==> config.mk <==
export PLATFORM = sky130hd
export DESIGN_NAME = led_shift_ctrl
export DESIGN_NICKNAME = d
export VERILOG_FILES = /design/src/rtl/led_shift_pkg.sv /design/src/rtl/led_shift_regs.sv /design/src/rtl/led_shift_timer.sv /design/src/rtl/led_shift_engine.sv /design/src/rtl/led_shift_ctrl.sv
export SDC_FILE = /design/constraint.sdc
export NUM_CORES = 1
export LEC_CHECK = 0
export ABC_AREA = 1
export BUFFER_PORTS_ARGS = -buffer_cell sky130_fd_sc_hd__buf_4
export CAP_MARGIN = 20
export CORE_ASPECT_RATIO = 1.75
export CORE_MARGIN = 1.5
export CORE_UTILIZATION = 30
export CTS_BUF_LIST = sky130_fd_sc_hd__clkbuf_8 sky130_fd_sc_hd__clkbuf_16
export CTS_CLUSTER_DIAMETER = 50
export DETAILED_ROUTE_END_ITERATION = 6
export GPL_TIMING_DRIVEN = 0
export PLACE_DENSITY_LB_ADDON = 0.08
export SLEW_MARGIN = 20
export SYNTH_ARGS = -nofsm -noshare
export SYNTH_HDL_FRONTEND = slang
export SYNTH_HIERARCHICAL = 1
export SYNTH_SLANG_ARGS = --single-unit
==> constraint.sdc <==
create_clock -name clk -period 3.1 [get_ports clk]
set_input_delay 0.62 -clock clk [delete_from_list [all_inputs] [get_ports clk]]
set_output_delay 0.62 -clock clk [all_outputs]
set_load 0.02 [all_outputs]
==> src/rtl/led_shift_pkg.sv <==
`timescale 1ns/1ps
package led_shift_pkg;

    localparam int unsigned MAX_BITS  = 24;
    localparam int unsigned GRP0_BITS = 16;
    localparam int unsigned HW_BITS   = 2;
    localparam int unsigned DATA_W    = 32;

    localparam logic [7:0] OFS_LINE   = 8'h00;
    localparam logic [7:0] OFS_TIMING = 8'h04;
    localparam logic [7:0] OFS_SWDATA = 8'h08;
    localparam logic [7:0] OFS_SPARE0 = 8'h0C;
    localparam logic [7:0] OFS_SPARE1 = 8'h10;

    localparam int unsigned LINE_KICK_BIT  = 31;
    localparam int unsigned LINE_EDGE_BIT  = 26;
    localparam int unsigned LINE_SRC_LSB   = 24;
    localparam int unsigned TIM_TRIG_LSB   = 30;
    localparam int unsigned TIM_RATE_LSB   = 23;
    localparam int unsigned TIM_GRP0_BIT   = 0;
    localparam int unsigned TIM_GRP1_BIT   = 1;
    localparam logic [1:0]  TRIG_PERIODIC  = 2'b10;
    localparam logic [1:0]  SRC_HARDWARE   = 2'b11;

    typedef enum logic [1:0] {
        ST_IDLE  = 2'd0,
        ST_LOW   = 2'd1,
        ST_HIGH  = 2'd2,
        ST_STORE = 2'd3
    } eng_state_e;

    typedef struct packed {
        logic                edge_fall;
        logic [1:0]          src_sel;
        logic [1:0]          trig;
        logic [3:0]          rate;
        logic                grp0;
        logic                grp1;
        logic [MAX_BITS-1:0] swdata;
    } cfg_t;

    function automatic int unsigned rate_hz(input int unsigned code);
        case (code)
            0:       return 2;
            1:       return 4;
            2:       return 8;
            default: return 10;
        endcase
    endfunction

endpackage

==> src/rtl/led_shift_regs.sv <==
`timescale 1ns/1ps
module led_shift_regs
    import led_shift_pkg::*;
#(
    parameter int unsigned ADDR_W = 5
) (
    input  logic              clk,
    input  logic              rst_n,
    input  logic              we,
    input  logic [ADDR_W-1:0] addr,
    input  logic [DATA_W-1:0] wdata,
    output logic [DATA_W-1:0] rdata,
    output cfg_t              cfg,
    output logic              sw_req
);

    logic [DATA_W-1:0] r_line, r_timing, r_swdata, r_spare0, r_spare1;

    function automatic logic hit(input logic [ADDR_W-1:0] a, input logic [7:0] ofs);
        return a == ADDR_W'(ofs);
    endfunction

    always_ff @(posedge clk or negedge rst_n) begin
        if (!rst_n) begin
            r_line   <= '0;
            r_timing <= '0;
            r_swdata <= '0;
            r_spare0 <= '0;
            r_spare1 <= '0;
            sw_req   <= 1'b0;
        end else begin
            sw_req <= we && hit(addr, OFS_LINE) && wdata[LINE_KICK_BIT];
            if (we) begin
                if (hit(addr, OFS_LINE))   r_line   <= wdata;
                if (hit(addr, OFS_TIMING)) r_timing <= wdata;
                if (hit(addr, OFS_SWDATA)) r_swdata <= wdata;
                if (hit(addr, OFS_SPARE0)) r_spare0 <= wdata;
                if (hit(addr, OFS_SPARE1)) r_spare1 <= wdata;
            end
        end
    end

    always_comb begin
        rdata = '0;
        if (hit(addr, OFS_LINE))   rdata = r_line;
        if (hit(addr, OFS_TIMING)) rdata = r_timing;
        if (hit(addr, OFS_SWDATA)) rdata = r_swdata;
        if (hit(addr, OFS_SPARE0)) rdata = r_spare0;
        if (hit(addr, OFS_SPARE1)) rdata = r_spare1;
    end

    always_comb begin
        cfg.edge_fall = r_line[LINE_EDGE_BIT];
        cfg.src_sel   = r_line[LINE_SRC_LSB +: 2];
        cfg.trig      = r_timing[TIM_TRIG_LSB +: 2];
        cfg.rate      = r_timing[TIM_RATE_LSB +: 4];
        cfg.grp0      = r_timing[TIM_GRP0_BIT];
        cfg.grp1      = r_timing[TIM_GRP1_BIT];
        cfg.swdata    = r_swdata[MAX_BITS-1:0];
    end

endmodule

==> src/rtl/led_shift_timer.sv <==
`timescale 1ns/1ps
module led_shift_timer
    import led_shift_pkg::*;
#(
    parameter int unsigned CLK_HZ    = 100_000_000,
    parameter int unsigned NUM_RATES = 4
) (
    input  logic       clk,
    input  logic       rst_n,
    input  logic       en,
    input  logic [3:0] rate_code,
    output logic       tick
);

    localparam int unsigned CNT_W = $clog2(CLK_HZ / 2 + 1);
    localparam int unsigned SEL_W = (NUM_RATES > 1) ? $clog2(NUM_RATES) : 1;

    logic [CNT_W-1:0] lim_tbl [NUM_RATES];
    logic [CNT_W-1:0] cnt_q;
    logic [CNT_W-1:0] lim;
    logic [SEL_W-1:0] sel;

    for (genvar g = 0; g < NUM_RATES; g++) begin : g_rate
        assign lim_tbl[g] = CNT_W'(CLK_HZ / rate_hz(g) - 1);
    end

    always_comb begin
        if (rate_code >= 4'(NUM_RATES)) sel = SEL_W'(NUM_RATES - 1);
        else                            sel = SEL_W'(rate_code);
        lim = lim_tbl[sel];
    end

    always_ff @(posedge clk or negedge rst_n) begin
        if (!rst_n) begin
            cnt_q <= '0;
            tick  <= 1'b0;
        end else if (!en) begin
            cnt_q <= '0;
            tick  <= 1'b0;
        end else if (cnt_q >= lim) begin
            cnt_q <= '0;
            tick  <= 1'b1;
        end else begin
            cnt_q <= cnt_q + 1'b1;
            tick  <= 1'b0;
        end
    end

endmodule

==> src/rtl/led_shift_engine.sv <==
`timescale 1ns/1ps
module led_shift_engine
    import led_shift_pkg::*;
#(
    parameter int unsigned NBITS     = 24,
    parameter int unsigned GRP0_W    = 16,
    parameter int unsigned HALF      = 4
) (
    input  logic             clk,
    input  logic             rst_n,
    input  logic             req,
    input  logic             grp0_en,
    input  logic             grp1_en,
    input  logic             edge_fall,
    input  logic [NBITS-1:0] frame,
    output logic             busy,
    output logic             pend,
    output logic             sh_clk,
    output logic             sh_dat,
    output logic             sh_store
);

    localparam int unsigned GRP1_W = NBITS - GRP0_W;
    localparam int unsigned CNT_W  = $clog2(NBITS + 1);
    localparam int unsigned PH_W   = (HALF > 1) ? $clog2(HALF) : 1;

    eng_state_e       state_q, state_d;
    logic [NBITS-1:0] shreg_q;
    logic [CNT_W-1:0] left_q;
    logic [PH_W-1:0]  ph_q;
    logic             pend_q;
    logic             go, half_done;
    logic [CNT_W-1:0] nbits;
    logic [NBITS-1:0] aligned;

    assign go        = req | pend_q;
    assign half_done = (ph_q == PH_W'(HALF - 1));
    assign nbits     = (grp0_en ? CNT_W'(GRP0_W) : '0) + (grp1_en ? CNT_W'(GRP1_W) : '0);
    assign aligned   = grp1_en ? frame : {frame[GRP0_W-1:0], {GRP1_W{1'b0}}};

    // next state
    always_comb begin
        state_d = state_q;
        unique case (state_q)
            ST_IDLE:  if (go) state_d = (nbits == '0) ? ST_STORE : ST_LOW;
            ST_LOW:   if (half_done) state_d = ST_HIGH;
            ST_HIGH:  if (half_done) state_d = (left_q == CNT_W'(1)) ? ST_STORE : ST_LOW;
            ST_STORE: state_d = ST_IDLE;
            default:  state_d = ST_IDLE;
        endcase
    end

    // state register
    always_ff @(posedge clk or negedge rst_n) begin
        if (!rst_n) state_q <= ST_IDLE;
        else        state_q <= state_d;
    end

    // datapath
    always_ff @(posedge clk or negedge rst_n) begin
        if (!rst_n) begin
            shreg_q <= '0;
            left_q  <= '0;
            ph_q    <= '0;
            pend_q  <= 1'b0;
        end else begin
            if (state_q == ST_IDLE) pend_q <= 1'b0;
            else if (req)           pend_q <= 1'b1;

            if ((state_q == ST_LOW || state_q == ST_HIGH) && !half_done) ph_q <= ph_q + 1'b1;
            else                                                         ph_q <= '0;

            if (state_q == ST_IDLE && go) begin
                shreg_q <= aligned;
                left_q  <= nbits;
            end else if (state_q == ST_HIGH && half_done) begin
                shreg_q <= {shreg_q[NBITS-2:0], 1'b0};
                left_q  <= left_q - 1'b1;
            end
        end
    end

    // outputs
    always_comb begin
        sh_clk   = edge_fall;
        sh_dat   = 1'b0;
        sh_store = 1'b0;
        unique case (state_q)
            ST_IDLE:  ;
            ST_LOW:   sh_dat = shreg_q[NBITS-1];
            ST_HIGH: begin
                sh_dat = shreg_q[NBITS-1];
                sh_clk = ~edge_fall;
            end
            ST_STORE: sh_store = 1'b1;
            default:  ;
        endcase
    end

    assign busy = (state_q != ST_IDLE);
    assign pend = pend_q;

endmodule

==> src/rtl/led_shift_ctrl.sv <==
`timescale 1ns/1ps
module led_shift_ctrl
    import led_shift_pkg::*;
#(
    parameter int unsigned CLK_HZ    = 100_000_000,
    parameter int unsigned SCLK_HALF = 4,
    parameter int unsigned ADDR_W    = 5
) (
    input  logic              clk,
    input  logic              rst_n,
    input  logic              bus_we,
    input  logic [ADDR_W-1:0] bus_addr,
    input  logic [31:0]       bus_wdata,
    output logic [31:0]       bus_rdata,
    input  logic [1:0]        status_in,
    output logic              led_sclk,
    output logic              led_sdat,
    output logic              led_store
);

    cfg_t                cfg;
    logic                sw_req, tick, req;
    logic                eng_busy, eng_pend, eng_edge;
    logic [MAX_BITS-1:0] frame;

    led_shift_regs #(.ADDR_W(ADDR_W)) u_regs (
        .clk    (clk),
        .rst_n  (rst_n),
        .we     (bus_we),
        .addr   (bus_addr),
        .wdata  (bus_wdata),
        .rdata  (bus_rdata),
        .cfg    (cfg),
        .sw_req (sw_req)
    );

    led_shift_timer #(.CLK_HZ(CLK_HZ), .NUM_RATES(4)) u_timer (
        .clk       (clk),
        .rst_n     (rst_n),
        .en        (cfg.trig == TRIG_PERIODIC),
        .rate_code (cfg.rate),
        .tick      (tick)
    );

    always_comb begin
        frame = cfg.swdata;
        if (cfg.src_sel == SRC_HARDWARE) frame[HW_BITS-1:0] = status_in;
    end

    assign req      = sw_req | tick;
    assign eng_edge = cfg.edge_fall;

    led_shift_engine #(.NBITS(MAX_BITS), .GRP0_W(GRP0_BITS), .HALF(SCLK_HALF)) u_engine (
        .clk       (clk),
        .rst_n     (rst_n),
        .req       (req),
        .grp0_en   (cfg.grp0),
        .grp1_en   (cfg.grp1),
        .edge_fall (eng_edge),
        .frame     (frame),
        .busy      (eng_busy),
        .pend      (eng_pend),
        .sh_clk    (led_sclk),
        .sh_dat    (led_sdat),
        .sh_store  (led_store)
    );

endmodule

======== Word-level counts from Yosys, hierarchy flattened ========
Cells that the tools add are included.
word-level totals
  output and inout bits ................... 35
  word-level logic and storage cells ...... 90
  register bits ........................... 222
  input port bits ......................... 42
cells by class
  muxes and demuxes ....................... 33
  add/subtract/negate cells ............... 4
  equal/unequal tests ..................... 14
  bitwise gates (word level) .............. 4
  reductions and logical operators ........ 19
  $lt $le $gt $ge ......................... 3
operators with widths
  cell                                                                number
  2-to-1 mux 32 bit                                                   5
  2-to-1 mux 26 bit                                                   4
  2-to-1 mux 24 bit                                                   3
  binary-select mux 26 bit (select 2 bit)                             1
  adder 26 x 1 -> 26 bit (second input constant)                      1
  greater-or-equal comparator 26 bit                                  1
  2-to-1 mux 2 bit                                                    8
  2-to-1 mux 5 bit                                                    3
  equality test 2 bit (second input constant)                         5
  equality test 5 x 4 -> 1 bit (second input constant)                2
  logical NOT 5 bit                                                   2
  AND reduction 2 bit                                                 5
  case mux 2 bit (4 select lines)                                     1
  2-to-1 mux 1 bit                                                    7
  != test 2 x 1 -> 1 bit (second input constant)                      3
  adder 5 bit                                                         1
  equality test 5 x 1 -> 1 bit (second input constant)                1
  equality test 5 x 3 -> 1 bit (second input constant)                1
  equality test 5 bit (second input constant)                         1
  logical AND 1 bit                                                   5
  subtractor 5 x 1 -> 5 bit (second input constant)                   1
  greater-or-equal comparator 4 x 3 -> 1 bit (second input constant)  1
  2-to-1 mux 4 bit                                                    1
  nonzero test 2 bit                                                  2
  other kinds (11)                                                    12

======== Depth between registers and ports, before layout ========
  depth in word-level cells ............... 9
  mapped depth ............................ 15

======== By module ========
Netlist, hierarchy kept.
by module, submodules not included
  module            cells each  area each (µm²)  times used  seq. area each (µm²)
  led_shift_regs    923         7,653.6          1           4,028.9
  led_shift_timer   325         2,144.6          1           675.6
  led_shift_engine  252         1,909.3          1           850.8
  led_shift_ctrl    10          42.5             1           0.0

======== Worst setup path before layout ========
OpenSTA, ideal clock, no wires.
  kind .................................... register to register
  from .................................... register u_regs.r_timing[25]
  to ...................................... register u_timer.cnt_q[11]
  setup slack ............................. 0.670 ns
  stages on the path, launching flop included .. 14
  required time ........................... 2.978 ns
  period minus slack after synthesis ...... 2.430 ns
  library setup time ...................... 0.122 ns
  data arrival time ....................... 2.308 ns
  path through ............................ dfrtp_1 -> buf_4 -> nor3_1 -> inv_1 -> ha_1 -> ha_1 -> nand2_1 -> nor2_1 -> nand3_1 -> nand3_1 -> nand2_1 -> nand3_4 -> buf_6 -> nor2_1
on the way
  cells in the longest elaborated chain, start to end .. 9
RTL lines
  element                                                line                   RTL
  start, declared                                        led_shift_regs.sv:17   logic [DATA_W-1:0] r_line, r_timing, r_swdata, r_spare0, r_spare1;
  start signal, assigned                                 led_shift_regs.sv:35   if (hit(addr, OFS_TIMING)) r_timing <= wdata;
  greater-or-equal comparator 4 x 3 -> 1 bit             led_shift_timer.sv:28  if (rate_code >= 4'(NUM_RATES)) sel = SEL_W'(NUM_RATES - 1);
  2-to-1 mux 2 bit                                       led_shift_timer.sv:28
  NOT 2 -> 3 bit (not written as such)                   led_shift_timer.sv:30  lim = lim_tbl[sel];
  binary-select mux 26 bit (select 2 bit)                led_shift_timer.sv:30
  2-to-1 mux 26 bit (not written as such) (2 in series)  led_shift_timer.sv:30
  greater-or-equal comparator 26 bit                     led_shift_timer.sv:40  end else if (cnt_q >= lim) begin
  2-to-1 mux 26 bit                                      led_shift_timer.sv:40
  2-to-1 mux 26 bit                                      led_shift_timer.sv:37  end else if (!en) begin
  end signal, assigned                                   led_shift_timer.sv:44  cnt_q <= cnt_q + 1'b1;
  end, declared                                          led_shift_timer.sv:19  logic [CNT_W-1:0] cnt_q;
No other way between the ends. The select of a mux whose other input is x is not followed.
A chain may end at the register's enable or synchronous reset.

======== Worst setup path in the final report ========
  from .................................... input port bus_addr[4]
  to ...................................... output port bus_rdata[4]
on the way
  cells in the longest elaborated chain, start to end .. 6
  elaborated cells on any way between the ends .. 10
RTL lines
  element                line                  RTL
  start, declared        led_shift_ctrl.sv:12  input logic [ADDR_W-1:0] bus_addr,
  logical NOT 5 bit      led_shift_regs.sv:20  return a == ADDR_W'(ofs);
  2-to-1 mux 32 bit      led_shift_regs.sv:45  if (hit(addr, OFS_LINE)) rdata = r_line;
  2-to-1 mux 32 bit      led_shift_regs.sv:46  if (hit(addr, OFS_TIMING)) rdata = r_timing;
  2-to-1 mux 32 bit      led_shift_regs.sv:47  if (hit(addr, OFS_SWDATA)) rdata = r_swdata;
  2-to-1 mux 32 bit      led_shift_regs.sv:48  if (hit(addr, OFS_SPARE0)) rdata = r_spare0;
  2-to-1 mux 32 bit (*)  led_shift_regs.sv:49  if (hit(addr, OFS_SPARE1)) rdata = r_spare1;
  end, declared          led_shift_ctrl.sv:14  output logic [31:0] bus_rdata,
Every way passes the cells marked *; elsewhere a longest branch is shown, timed or not.

==> flow_summary.ini <==
[timing]
skew_ns = 0.0189
rsz0062_at_grt = no
fmax_mhz = 342
maxSlewViolCount = 0
period_minus_slack_ns = 2.92
slew_headroom_pct = 51.2
final-hold-violation-count = 0
setup_viol = 0
worstMarginPinSlew_ns = 0.732
fin_setup_tns_ns = 0
finalCritPeriodShare_pct = 94.3

[place]
place_area_um2 = 13000
numPortBuffers = 75
gp_congestion = 0.825
hpwlAfterDp_mm = 29.4

[cells_and_area]
fin_util_pct = 36.3
multi_input_area_um2 = 5040
n_fill_cell = 4166
drive_above_1_share_pct = 14.5
syn_to_final_growth_pct = 19.1
ff_latch_area_um2 = 5560
fin_area_um2 = 14000
diodes = 0
final_nets = 1685

[route]
vias_per_cell = 4.92
wl_per_cell_um = 18.7
wirelength_mm = 39.6
via_count = 10445
dr.pass1.iters = 5
drc = 0
ant_nets = 0
drtIter0Drc = 560

[floorplanning]
initial_core_util_pct = 30.5
die_w_um = 153
core_um2 = 38500
dieArea_um2 = 40400
fp-row-count = 95
io_pins = 77
die-height_um = 265

[logic_synthesis]
syn_nets = 1578
synth.avg_cell_area_um2 = 7.78
seq_area_frac_synth_pct = 47.3
yosys.area.top_type = dfrtp_1
yosys_most_used_dff = dfrtp_1
postSynth.asyncResetShare_pct = 100
synthDistinctLibCells = 35
synth_top_area_share_pct = 47.3
syn_inst = 1510
synth.area.top_cells = dfrtp_1 47%, nand2_1 13%, o21ai_0 5.8%
netlist_area_um2 = 11800
synth_edf_count = 0
ys_warn_count = 6
ys_ff_latch = 222
synth_most_common_cell = nand2_1
synth_commonest_cells = 414 x nand2_1, 222 x dfrtp_1, 139 x nor2_1

[setup_path]
worstPathMaxFanout = 10
criticalPathCategory = primary input to output pin
r2r-end = u_timer/cnt_q[22]
critPathSlowestCell = clkbuf_1
cp-start-kind = primary input
max_stage_delay_ns = 0.48
crit_buf_inv = 5
reg2reg_slack_ns = 0.25
path_cells = buf_4, inv_1, clkbuf_2, clkbuf_1, nand4_1, nand3_1, nand2_1, nand2_1, buf_4
crit_family = buffers and inverters
r2r-start = u_regs/r_timing[25]
r2r_cells = 13
end_kind = output pin
worstPathRequired_ns = 2.48
cp.arrival_ns = 2.30

[min_path]
holdCritStartpoint = bus_wdata[31]
hold_depth = 3
min_path_type = primary input to flop
hold_path_end = u_regs/r_spare0[31]

[grt]
overflow = 0
grtUsageTotal_pct = 19.7
antenna_found_initial = 0
grt_max_degree = 80
grt_pass1_vias = 10708
grt_pass1_wl_mm = 62.4

[outcome]
outcome = finished, final reports clean

[power_and_ir_drop]
cellLeakagePower_nw = 6.70
ir_drop_uv = 427
total_power_mw = 9.03
power_density_nw_per_um2 = 646

[clock_tree]
cts_setup_buffers = 0
htreeDepth = 1
cts_tree = yes
insertion_delay_ns = 0.56
numCtsBuffers = 27
cts_root_buffer = clkbuf_16
cts_sinks = 222
cts.reportedPaths.clkPinSlew_ns = 0.07
cts_buffer_depth = 3

[flow_run]
cap_violations = 0
[flip-flops by register name (all words and copies together), names as in the netlist]
name / flops
u_engine/shreg_q: 24
u_regs/r_timing: 32
u_engine/state_q: 2
u_regs/sw_req: 1
u_engine/pend: 1
u_regs/r_line: 32
u_regs/r_spare0: 32
u_timer/cnt_q: 26
u_regs/r_swdata: 32
u_timer/tick: 1
u_engine/left_q: 5
u_engine/ph_q: 2
u_regs/r_spare1: 32
[cells in the final DEF, fill, tap and decap left out, types with 6 or more instances in the layout]
cell / instances
a21oi_1: 55
inv_2: 7
nand3_1: 95
o21ai_0: 137
inv_1: 133
nand2_1: 414
buf_2: 16
clkbuf_4: 6
nand4_1: 68
buf_4: 115
clkbuf_2: 6
nand2_2: 6
clkbuf_16: 27
o21ai_1: 15
nor2_1: 139
o211ai_1: 39
clkbuf_1: 38
nor2_2: 10
dfrtp_1: 222
ha_1: 26
[layout make-up]
cell class	instances	area share (%)
clock inverter	19	1.48
multi-input combinational	1037	36.1
sequential	222	39.7
inverter	134	3.61
timing repair buffer	79	4.74
buffer	116	4.84
tap	485	4.34
clock buffer	31	5.22
[timing repair]
action / CTS / global route
hold endpoints to repair: 47 / 0
resized for setup: 5 / 18
hold buffers: 1 / 0
endpoints found under the setup margin: 39 / 30
[through the flow]
stage                     worst slack [ns]  cells  hold WS [ns]
final                                0.176   2123         0.274
after global routing              0.000214   2123         0.275
after CTS                          0.00338   2124         0.250
after detailed placement            -0.121   2073         0.430
after global placement              -0.585   2070         0.419
after floorplan                      0.670   1510         0.324
[worst register-to-register path, stage by stage, from the launching register on]
cell and delay [ns]:
dfrtp_1 0.40, buf_4 0.15, nor3_2 0.43, inv_1 0.21
ha_1 0.40, ha_1 0.30, nand2_1 0.04, nor2_1 0.14
nand3_1 0.09, nand3_1 0.10, nand2_1 0.09, nand3_4 0.17
buf_6 0.18, nor2_1 0.05
[worst max path at each step]
stage                        start             endpoint  cells after the start
6_report               bus_addr[4]         bus_rdata[4]                      9
5_1_grt        u_regs/r_timing[25]    u_timer/cnt_q[20]                     13
4_1_cts                bus_addr[1]         bus_rdata[5]                     10
3_5_place_dp   u_regs/r_timing[25]     u_timer/cnt_q[8]                     13
3_3_place_gp                 rst_n  u_regs/r_spare0[18]                      1
2_1_floorplan  u_regs/r_timing[25]    u_timer/cnt_q[11]                     13
[power by group]
| part | switching [mW] | internal (mW) |
|---|---|---|
| clock network | 1.34 | 2.02 |
| logic | 1.09 | 0.711 |
| registers | 0.351 | 3.52 |
[routing by layer]
metal	global-route usage (%)	up-vias	share of wire [%]	routed length, µm
li1	-	5123	-	-
met1	22.5	5025	40	15800
met2	37.4	214	54	21200
met3	1.93	83	2.8	1130
met4	7.46	0	3.6	1430
met5	0	-	0	0
[cell families after synthesis]
family                     Yosys count  synth area share [%]
adders and majority gates           26                  2.77
and+or+nand+nor                    753                  27.9
AOI/OAI and AO/OA                  254                  11.9
DFF                                222                  47.3
xor gates and xnor gates             4                 0.298
buffers and inverters              251                  9.88
No activity file was read; power rests on OpenSTA's default activity.
